--- src/rtl/idx_ea_pkg.sv ---
package idx_ea_pkg;
  localparam int ADDR_W = 16;
  localparam int DATA_W = 8;

  typedef enum logic [3:0] {
    M_OFS5, M_INC1, M_INC2, M_DEC1, M_DEC2, M_ZERO, M_ACCB, M_ACCA,
    M_ACCD, M_OFS8, M_OFS16, M_PC8, M_PC16, M_EXT
  } mode_e;

  typedef struct packed {
    mode_e      mode;
    logic       ind;
    logic       illegal;
    logic [1:0] nbytes;
    logic [1:0] ptr;
    logic [4:0] ofs5;
  } dec_t;

  typedef enum logic [2:0] {S_IDLE, S_OFS, S_CALC, S_IND, S_DONE} st_e;
endpackage

--- src/rtl/idx_ea_decode.sv ---
module idx_ea_decode
  import idx_ea_pkg::*;
(
  input  logic [7:0] pb,
  output dec_t       dec
);
  always_comb begin
    dec         = '0;
    dec.mode    = M_OFS5;
    dec.ptr     = pb[6:5];
    dec.ofs5    = pb[4:0];
    if (pb[7]) begin
      dec.ind = pb[4];
      unique case (pb[3:0])
        4'h0: begin dec.mode = M_INC1; dec.illegal = pb[4]; end
        4'h1: dec.mode = M_INC2;
        4'h2: begin dec.mode = M_DEC1; dec.illegal = pb[4]; end
        4'h3: dec.mode = M_DEC2;
        4'h4: dec.mode = M_ZERO;
        4'h5: dec.mode = M_ACCB;
        4'h6: dec.mode = M_ACCA;
        4'h8: begin dec.mode = M_OFS8;  dec.nbytes = 2'd1; end
        4'h9: begin dec.mode = M_OFS16; dec.nbytes = 2'd2; end
        4'hB: dec.mode = M_ACCD;
        4'hC: begin dec.mode = M_PC8;   dec.nbytes = 2'd1; end
        4'hD: begin dec.mode = M_PC16;  dec.nbytes = 2'd2; end
        4'hF: begin dec.mode = M_EXT;   dec.nbytes = 2'd2; dec.illegal = ~pb[4]; end
        default: dec.illegal = 1'b1;
      endcase
    end
  end

  // single-step auto-modify never survives as a legal indirect form
  always_comb begin
    if (!dec.illegal && dec.ind)
      p_no_ind_single_r9: assert (dec.mode != M_INC1 && dec.mode != M_DEC1);
  end
endmodule

--- src/rtl/idx_ea_addgen.sv ---
module idx_ea_addgen
  import idx_ea_pkg::*;
#(
  parameter int AW = ADDR_W,
  parameter int DW = DATA_W
) (
  input  dec_t                  dec,
  input  logic [3:0][AW-1:0]    ptrs,
  input  logic [DW-1:0]         acc_a,
  input  logic [DW-1:0]         acc_b,
  input  logic [AW-1:0]         pc,
  input  logic [AW-1:0]         ofs_buf,
  output logic [AW-1:0]         ea_pre,
  output logic [AW-1:0]         wb_value,
  output logic                  wb_en
);
  localparam int EXT_W = AW - DW;

  logic [AW-1:0] base, ofs, sum, ptr;

  assign ptr = ptrs[dec.ptr];

  always_comb begin
    base = ptr;
    ofs  = '0;
    unique case (dec.mode)
      M_OFS5:  ofs = {{(AW-5){dec.ofs5[4]}}, dec.ofs5};
      M_DEC1:  ofs = '1;
      M_DEC2:  ofs = {{(AW-1){1'b1}}, 1'b0};
      M_ACCB:  ofs = {{EXT_W{acc_b[DW-1]}}, acc_b};
      M_ACCA:  ofs = {{EXT_W{acc_a[DW-1]}}, acc_a};
      M_ACCD:  ofs = {acc_a, acc_b};
      M_OFS8:  ofs = {{EXT_W{ofs_buf[DW-1]}}, ofs_buf[DW-1:0]};
      M_OFS16: ofs = ofs_buf;
      M_PC8: begin
        base = pc + AW'(dec.nbytes);
        ofs  = {{EXT_W{ofs_buf[DW-1]}}, ofs_buf[DW-1:0]};
      end
      M_PC16: begin
        base = pc + AW'(dec.nbytes);
        ofs  = ofs_buf;
      end
      M_EXT: begin
        base = '0;
        ofs  = ofs_buf;
      end
      default: ofs = '0;
    endcase
  end

  assign sum = base + ofs;

  always_comb begin
    wb_en    = 1'b0;
    wb_value = sum;
    ea_pre   = sum;
    unique case (dec.mode)
      M_INC1: begin wb_en = 1'b1; wb_value = ptr + AW'(1); ea_pre = ptr; end
      M_INC2: begin wb_en = 1'b1; wb_value = ptr + AW'(2); ea_pre = ptr; end
      M_DEC1, M_DEC2: wb_en = 1'b1;
      default: wb_en = 1'b0;
    endcase
  end
endmodule

--- src/rtl/idx_ea_unit.sv ---
module idx_ea_unit
  import idx_ea_pkg::*;
#(
  parameter int AW = ADDR_W,
  parameter int DW = DATA_W
) (
  input  logic          clk,
  input  logic          rst_n,
  input  logic          start,
  input  logic [7:0]    postbyte,
  input  logic [AW-1:0] reg_x,
  input  logic [AW-1:0] reg_y,
  input  logic [AW-1:0] reg_u,
  input  logic [AW-1:0] reg_s,
  input  logic [DW-1:0] acc_a,
  input  logic [DW-1:0] acc_b,
  input  logic [AW-1:0] pc_next,
  output logic          busy,
  output logic          rd_req_valid,
  input  logic          rd_req_ready,
  output logic [AW-1:0] rd_req_addr,
  input  logic          rd_rsp_valid,
  input  logic [DW-1:0] rd_rsp_data,
  output logic          done,
  output logic [AW-1:0] ea,
  output logic          illegal,
  output logic          wb_en,
  output logic [1:0]    wb_sel,
  output logic [AW-1:0] wb_value
);
  st_e                state;
  dec_t               dec_in, dec_r;
  logic [3:0][AW-1:0] ptr_r, ptr_in;
  logic [DW-1:0]      a_r, b_r, hi_r;
  logic [AW-1:0]      pc_r, ofs_buf, ea_r, wbv_r, ea_pre, wbv_c;
  logic               cnt, wait_r, ill_r, wbe_r, wbe_c;
  logic [1:0]         sel_r;
  logic               req_fire, rsp_take, last_ofs;

  idx_ea_decode u_dec (.pb(postbyte), .dec(dec_in));

  idx_ea_addgen #(.AW(AW), .DW(DW)) u_add (
    .dec(dec_r), .ptrs(ptr_r), .acc_a(a_r), .acc_b(b_r), .pc(pc_r),
    .ofs_buf(ofs_buf), .ea_pre(ea_pre), .wb_value(wbv_c), .wb_en(wbe_c)
  );

  for (genvar g = 0; g < 4; g++) begin : g_ptr
    assign ptr_in[g] = (g == 0) ? reg_x : (g == 1) ? reg_y : (g == 2) ? reg_u : reg_s;
  end

  assign rd_req_valid = (state == S_OFS || state == S_IND) && !wait_r;
  assign rd_req_addr  = ((state == S_OFS) ? pc_r : ea_r) + AW'(cnt);
  assign req_fire     = rd_req_valid && rd_req_ready;
  assign rsp_take     = rd_rsp_valid && wait_r;
  assign last_ofs     = (2'(cnt) == dec_r.nbytes - 2'd1);
  assign busy         = (state != S_IDLE);
  assign done         = (state == S_DONE);
  assign ea           = ea_r;
  assign illegal      = ill_r;
  assign wb_en        = wbe_r;
  assign wb_sel       = sel_r;
  assign wb_value     = wbv_r;

  always_ff @(posedge clk) begin
    if (!rst_n) begin
      state <= S_IDLE; dec_r <= '0; ptr_r <= '0; a_r <= '0; b_r <= '0;
      pc_r <= '0; ofs_buf <= '0; hi_r <= '0; ea_r <= '0; wbv_r <= '0;
      cnt <= 1'b0; wait_r <= 1'b0; ill_r <= 1'b0; wbe_r <= 1'b0; sel_r <= '0;
    end else begin
      if (req_fire) wait_r <= 1'b1;
      if (rsp_take) wait_r <= 1'b0;
      unique case (state)
        S_IDLE: if (start) begin
          dec_r <= dec_in; ptr_r <= ptr_in; a_r <= acc_a; b_r <= acc_b;
          pc_r <= pc_next; cnt <= 1'b0; wait_r <= 1'b0; ofs_buf <= '0;
          ill_r <= dec_in.illegal; wbe_r <= 1'b0; ea_r <= '0; wbv_r <= '0;
          sel_r <= dec_in.ptr;
          if (dec_in.illegal)          state <= S_DONE;
          else if (dec_in.nbytes != 0) state <= S_OFS;
          else                         state <= S_CALC;
        end
        S_OFS: if (rsp_take) begin
          ofs_buf <= {ofs_buf[DW-1:0], rd_rsp_data};
          if (last_ofs) begin cnt <= 1'b0; state <= S_CALC; end
          else cnt <= 1'b1;
        end
        S_CALC: begin
          ea_r  <= ea_pre;
          wbe_r <= wbe_c;
          wbv_r <= wbv_c;
          state <= dec_r.ind ? S_IND : S_DONE;
        end
        S_IND: if (rsp_take) begin
          if (cnt) begin ea_r <= {hi_r, rd_rsp_data}; cnt <= 1'b0; state <= S_DONE; end
          else begin hi_r <= rd_rsp_data; cnt <= 1'b1; end
        end
        S_DONE: state <= S_IDLE;
        default: state <= S_IDLE;
      endcase
    end
  end

  p_req_hold_r10: assert property (@(posedge clk) disable iff (!rst_n)
    rd_req_valid && !rd_req_ready |=> rd_req_valid && $stable(rd_req_addr));
  p_done_pulse_r11: assert property (@(posedge clk) disable iff (!rst_n)
    done |=> !done);
  p_idle_quiet_r11: assert property (@(posedge clk) disable iff (!rst_n)
    !busy |-> !rd_req_valid && !done);
  p_illegal_nowb_r9: assert property (@(posedge clk) disable iff (!rst_n)
    done && illegal |-> !wb_en && ea == '0);
  p_predec_same_r4: assert property (@(posedge clk) disable iff (!rst_n)
    done && !dec_r.ind && (dec_r.mode == M_DEC1 || dec_r.mode == M_DEC2) |-> wb_en && wb_value == ea);
  p_postinc_step_r3: assert property (@(posedge clk) disable iff (!rst_n)
    done && dec_r.mode == M_INC1 && !dec_r.ind |-> wb_value == ea + AW'(1));
endmodule

--- config.mk ---
export PLATFORM = sky130hd
export DESIGN_NAME = idx_ea_unit
export DESIGN_NICKNAME = d
export VERILOG_FILES = /design/src/rtl/idx_ea_pkg.sv /design/src/rtl/idx_ea_decode.sv /design/src/rtl/idx_ea_addgen.sv /design/src/rtl/idx_ea_unit.sv
export SDC_FILE = /design/constraint.sdc
export NUM_CORES = 1
export LEC_CHECK = 0
export BUFFER_PORTS_ARGS = -buffer_cell sky130_fd_sc_hd__buf_2
export CORE_MARGIN = 2
export CORE_UTILIZATION = 30
export DETAILED_ROUTE_END_ITERATION = 10
export GPL_ROUTABILITY_DRIVEN = 0
export GPL_TIMING_DRIVEN = 0
export HOLD_SLACK_MARGIN = 0.05
export PLACE_DENSITY = 0.49
export SYNTH_ARGS = -nofsm -noshare
export SYNTH_HDL_FRONTEND = slang
export SYNTH_SLANG_ARGS = --single-unit
--- constraint.sdc ---
create_clock -name clk -period 5.2 [get_ports clk]
set_clock_uncertainty 0.1 [all_clocks]
set_input_delay 0.78 -clock clk [delete_from_list [all_inputs] [get_ports clk]]
set_output_delay 0.78 -clock clk [all_outputs]
set_load 0.005 [all_outputs]
# [Word level (Yosys, flattened, before mapping)]
# Index checks and enable logic that the tools add are counted.
[totals] wordCells=133 output_inout_bits=55 register_bits=173
[classes] magnitude_cmp=1 n_eq_ne=34 n_reduce_logical=30 addsub=6 muxes=39 bitwise=2
[op_table] op="16-bit case mux with 2 select lines" n=4
[op_table] op="16-bit case mux with 8 select lines" n=1
[op_table] op="16-bit two-way mux" n=7
[op_table] op="4-bit case mux with 13 select lines" n=1
[op_table] op="4-bit equality test (second input constant)" n=12
[op_table] op="16-bit case mux with 3 select lines" n=1
[op_table] op="16-bit binary-select mux with 2-bit select" n=1
[op_table] op="4-bit by 3-bit equality test with 1-bit output (second input constant)" n=6
[op_table] op="3-bit two-way mux" n=7
[op_table] op="16-bit by 1-bit adder with 16-bit output" n=1
[op_table] op="16-bit by 1-bit adder with 16-bit output (second input constant)" n=1
[op_table] op="16-bit adder" n=1
[op_table] op="16-bit by 2-bit adder with 16-bit output" n=1
[op_table] op="16-bit by 2-bit adder with 16-bit output (second input constant)" n=1
[op_table] op="4-bit by 2-bit equality test with 1-bit output (second input constant)" n=4
[op_table] op="3-bit case mux with 4 select lines" n=1
[op_table] op="1-bit two-way mux" n=10
[op_table] op="2-bit != test (second input constant)" n=5
[op_table] op="10-bit OR reduction" n=1
[op_table] op="2-bit OR reduction" n=5
[op_table] op="3-bit nonzero test" n=3
[op_table] op="4-bit by 1-bit equality test with 1-bit output (second input constant)" n=2
[op_table] op="4-bit zero test" n=2
[op_table] op="8-bit two-way mux" n=1
[op_table] op="other kinds (22)" n=33

# [Longest topological paths before layout]
[logic_depth] depth_word=9 ltp_mapped=17 ltp_nobuf=15

# [By module]
# Synthesis repeated with hierarchy kept, for this count alone.
[hier_totals] cells_unflattened=1302 area_unflattened_um2=10324.9
[modules_own_cells] mod="idx_ea_unit" area_per_inst_um2=7348.3 n_inst=1 cells_each=874
[modules_own_cells] mod="idx_ea_addgen" area_per_inst_um2=2751.4 n_inst=1 cells_each=391
[modules_own_cells] mod="idx_ea_decode" area_per_inst_um2=225.2 n_inst=1 cells_each=37

# [Worst setup path before layout]
# OpenSTA, ideal clock, no wires.
[synth_timing] kind="reg2reg" start="reg, netlist name wb_sel[1]" end="reg wbv_r[12], in the netlist wb_value[12]" t_required_ps=4985 arrival_time_ps=3625 stages_incl_launch_ff=15 period_less_slack_ps=3839 path_slack_ps=1361 n_path_buf=3 setup_time_ps=115 path_cell_list="dfxtp_1 -> buf_6 -> buf_12 -> mux4_2 -> buf_2 -> a22o_1 -> ha_1 -> fa_1 -> a211oi_1 -> o21ai_1 -> a31o_1 -> a2111o_1 -> a21o_1 -> and4_1 -> o21a_1"
[synth_lines] item="to (signal assigned)" line="idx_ea_unit.sv:90" text="wbv_r <= wbv_c;"
[synth_lines] item="to (decl)" line="idx_ea_unit.sv:35" text="logic [AW-1:0] pc_r, ofs_buf, ea_r, wbv_r, ea_pre, wbv_c;"

# [Final worst setup path]
[layout_timing] start="reg state[0]" end="out rd_req_addr[11]"
[layout_via] elab_chain_len=3
[layout_rtl] item="from (decl)" line="idx_ea_unit.sv:31" text="st_e state;"
[layout_rtl] item="from (signal assigned)" line="idx_ea_unit.sv:91" text="state <= dec_r.ind ? S_IND : S_DONE;"
[layout_rtl] item="3-bit by 1-bit equality test with 1-bit output" line="idx_ea_unit.sv:52" text="assign rd_req_addr = ((state == S_OFS) ? pc_r : ea_r) + AW'(cnt);"
[layout_rtl] item="16-bit two-way mux" line="idx_ea_unit.sv:52"
[layout_rtl] item="16-bit by 1-bit adder with 16-bit output" line="idx_ea_unit.sv:52"
[layout_rtl] item="to (decl)" line="idx_ea_unit.sv:21" text="output logic [AW-1:0] rd_req_addr,"
# Every way passes these cells.

==> out/metrics.yaml <==
global_route:
  met3_usage: 0.0403
  grt.busiest_layer: "met2"
  grt_antenna_before_repair: 2
  grt_pass1_wl_mm: 57.5
  overflow: 0
  use_met1: 0.311
  grt_max_degree: 20
  grt_use_met2: 0.362
  grt_pass1_vias: 9551
  gr-usage-all-layers: 0.227
layout:
  layout-drive-gt1-share: 0.163
  areaGrowthSynthToFinish_pct: 20.0
  fin_cells: 1885
  fin_util: 0.368
  stdcell_area_um2: 11700
  finalNetCount: 1608
floorplanning:
  die_area_um2: 33900
  row_count: 65
  die_y_um: 184
  io_pins: 172
  core_um2: 31700
  start_util: 0.307
  dieWidth_um: 184
route:
  wl_per_cell_um: 20.5
  wirelength_mm: 38.6
  drt_iter0_drc: 683
  vias_per_cell: 5.33
  postRouteAntennaNets: 0
  vias: 10100
  drtPass1Iterations: 6
  remaining_drc_errors: 0
pwr:
  irDropWorstVdd_mv: 0.239
  finalPower_mw: 5.77
  p_per_area_nw_per_um2: 494
  p_leak_nw: 4.54
outcome:
  status: "complete, no violations"
critical_path:
  worstSetupEndpointType: "output pin"
  arrival_ps: 3900
  crit_family: "simple AND/OR/NAND/NOR gates"
  crit_top_cell: "buf_2"
  cp.required_ps: 4320
  worstPathCellList: "buf_2 > nor3b_1 > buf_2 > buf_2 > nand2_1 > nand2_1 > ha_1 > o221ai_1 > nor3_1 > nand2_1 > xor2_1 > mux2i_1 > buf_2"
  cp_slowest_cell: "nor3_1"
  start_kind: "register"
  critical_path_class: "register to output pin"
  path_max_fanout: 19
  cp_num_buf_inv: 4
  cpPeakStageDelay_ps: 530
timing:
  slew_headroom: 0.284
  hold_violations: 0
  setup_tns_ps: 0
  clock.fmax_mhz: 209
  final.setup.worst_slack_ps: 416
  rsz0062_at_grt: "false"
  worstMarginPinSlew_ps: 1060
  drv_slew: 0
  setup_violations: 0
  holdWs_ps: 353
  post-route-min-period_ps: 4780
  fin_crit_sh: 0.920
logic_synthesis:
  ys_types: 72
  netlist.area_leader.share: 0.356
  ys.flop_type: "dfxtp_1"
  synth-seq-cells: 173
  synthTopCellsByArea: "dfxtp_1, nand2_1, a21oi_1"
  synth.net_count: 1420
  synth-async-reset-ratio: 0
  syn_area_um2: 9730
  avgSynthCellArea_um2: 7.60
  yosysWarnings: 0
  synth-edff-count: 0
  synthCells: 1280
  seq_area_frac_synth: 0.356
  yosysTopAreaCell: "dfxtp_1"
cts:
  numCtsBuffers: 17
  cts_tree: "done"
  cts.clk_slew.worst_paths_ps: 70
  cts-root-buf: "clkbuf_16"
  numClockSinks: 173
  clk_latency_ps: 440
  cts.path.max_buffers: 2
  htreeDepth: 4
placement:
  hpwl_mm: 30.1
  dp_slack_ps: 558
  place_area_um2: 11100
  dpl.cell_count: 1852
  portBuffers: 170
min_path:
  hold_path.class: "register to register"
run:
  cap_violations: 0
## cell usage after synthesis, drive strengths merged (3+ instances only)
library cell and number:
or4b 3, mux2i 21, a22o 3, nor3 7, a211oi 9, a21oi 189, nand3b 3, a22oi 6
xor2 22, o211ai 6, nand2b 6, nor2b 9, ha 21, nor3b 5, and3 11, nor4b 5
and2 9, o21ai 65, clkbuf 75, nor2 77, nand2 320, nand3 43, nor4 5, xnor2 21
buf 20, or3 6, nand4 11, a31oi 25, a311oi 6, dfxtp 173, inv 10, o22ai 5
o21a 6, a221o 13, a21o 9, o21bai 7, mux4 16
## placed cells by master (no fill, tap or decap), drive strengths merged, types with 6 or more instances in the layout
cell type | synthesis | routed
a211oi | 9 | 9
a21o | 9 | 9
a21oi | 189 | 189
a221o | 13 | 13
a22oi | 6 | 6
a311oi | 6 | 6
a31oi | 25 | 25
and2 | 9 | 9
and3 | 11 | 11
buf | 20 | 190
clkbuf | 75 | 91
clkinv | 1 | 6
dfxtp | 173 | 173
ha | 21 | 21
inv | 10 | 18
mux2i | 21 | 21
mux4 | 16 | 16
nand2 | 320 | 320
nand2b | 6 | 6
nand3 | 43 | 43
nand4 | 11 | 11
nor2 | 77 | 77
nor2b | 9 | 9
nor3 | 7 | 7
o211ai | 6 | 6
o21a | 6 | 6
o21ai | 65 | 65
o21bai | 7 | 7
or3 | 6 | 6
xnor2 | 21 | 21
xor2 | 22 | 22
## worst reg2reg max path, stage by stage, from the launching register on
cell and delay, ps:
dfxtp_1 360, buf_2 220, buf_1 400, nand2_1 130
nand2_1 80, a21oi_1 130, a22oi_1 240, o21ai_0 160
ha_1 290, fa_1 440, a211oi_1 370, o21ai_1 150
a31o_1 280, a2111oi_0 600, or3_1 220, nand4_1 180
a31oi_1 230
## sequential cells by signal, summed over array words and instances (netlist names)
name	count
a_r	8
b_r	8
cnt	1
dec_r	12
ea	16
hi_r	8
illegal	1
ofs_buf	16
pc_r	16
ptr_r	64
state	3
wait_r	1
wb_en	1
wb_sel	2
wb_value	16
## final cells by class
cell class	instances	area, um2
inverters	11	41.3
clock buffers	17	425
diodes	2	5.00
fillers	3466	20000
repair buffers	170	851
clock inverters	15	164
well taps	402	503
flip-flops and latches	173	3460
plain buffers	94	409
multi-input cells	1001	5820
## kinds of logic (layout without fill, tap and decap cells)
family          after synthesis  in the layout  synth area share
flops                       173            173             0.356
other cells                   0              2                 0
mux                          39             39            0.0636
fa+ha+maj                    23             23            0.0311
buf+inv                     106            307            0.0467
simple gates                525            525             0.239
xor+xnor                     43             43            0.0387
compound gates              371            371             0.225
## metal layers
metal | vias up | share of wire
met4 | 0 | 0.027
met3 | 56 | 0.072
met5 | - | 0
li1 | 4895 | -
met2 | 393 | 0.44
met1 | 4708 | 0.46
## timing repair
action	4_1_cts	5_1_grt
resized for setup	0	0
hold buffers	0	0
buffers inserted	0	0
setup endpoints to repair	0	6
## power breakdown
part	switching [mW]	total, mW	leakage (nW)	internal [mW]
registers	0.241	1.84	1.41	1.60
logic	1.74	2.64	2.85	0.892
clock network	0.642	1.29	0.283	0.646
total	2.63	5.77	4.54	3.14
## path summary, 6_finish.rpt
kind                                  start               to  slack (ps)  depth (start not counted)
worst max register to register    dec_r[13]           ea[14]         580                         16
worst min register to register  wb_value[6]      wb_value[6]         350                          2
worst max-delay path               state[0]  rd_req_addr[11]         420                         13
worst min-delay path            wb_value[6]      wb_value[6]         350                          2
Note: power is estimated with default switching activity, not from simulation.
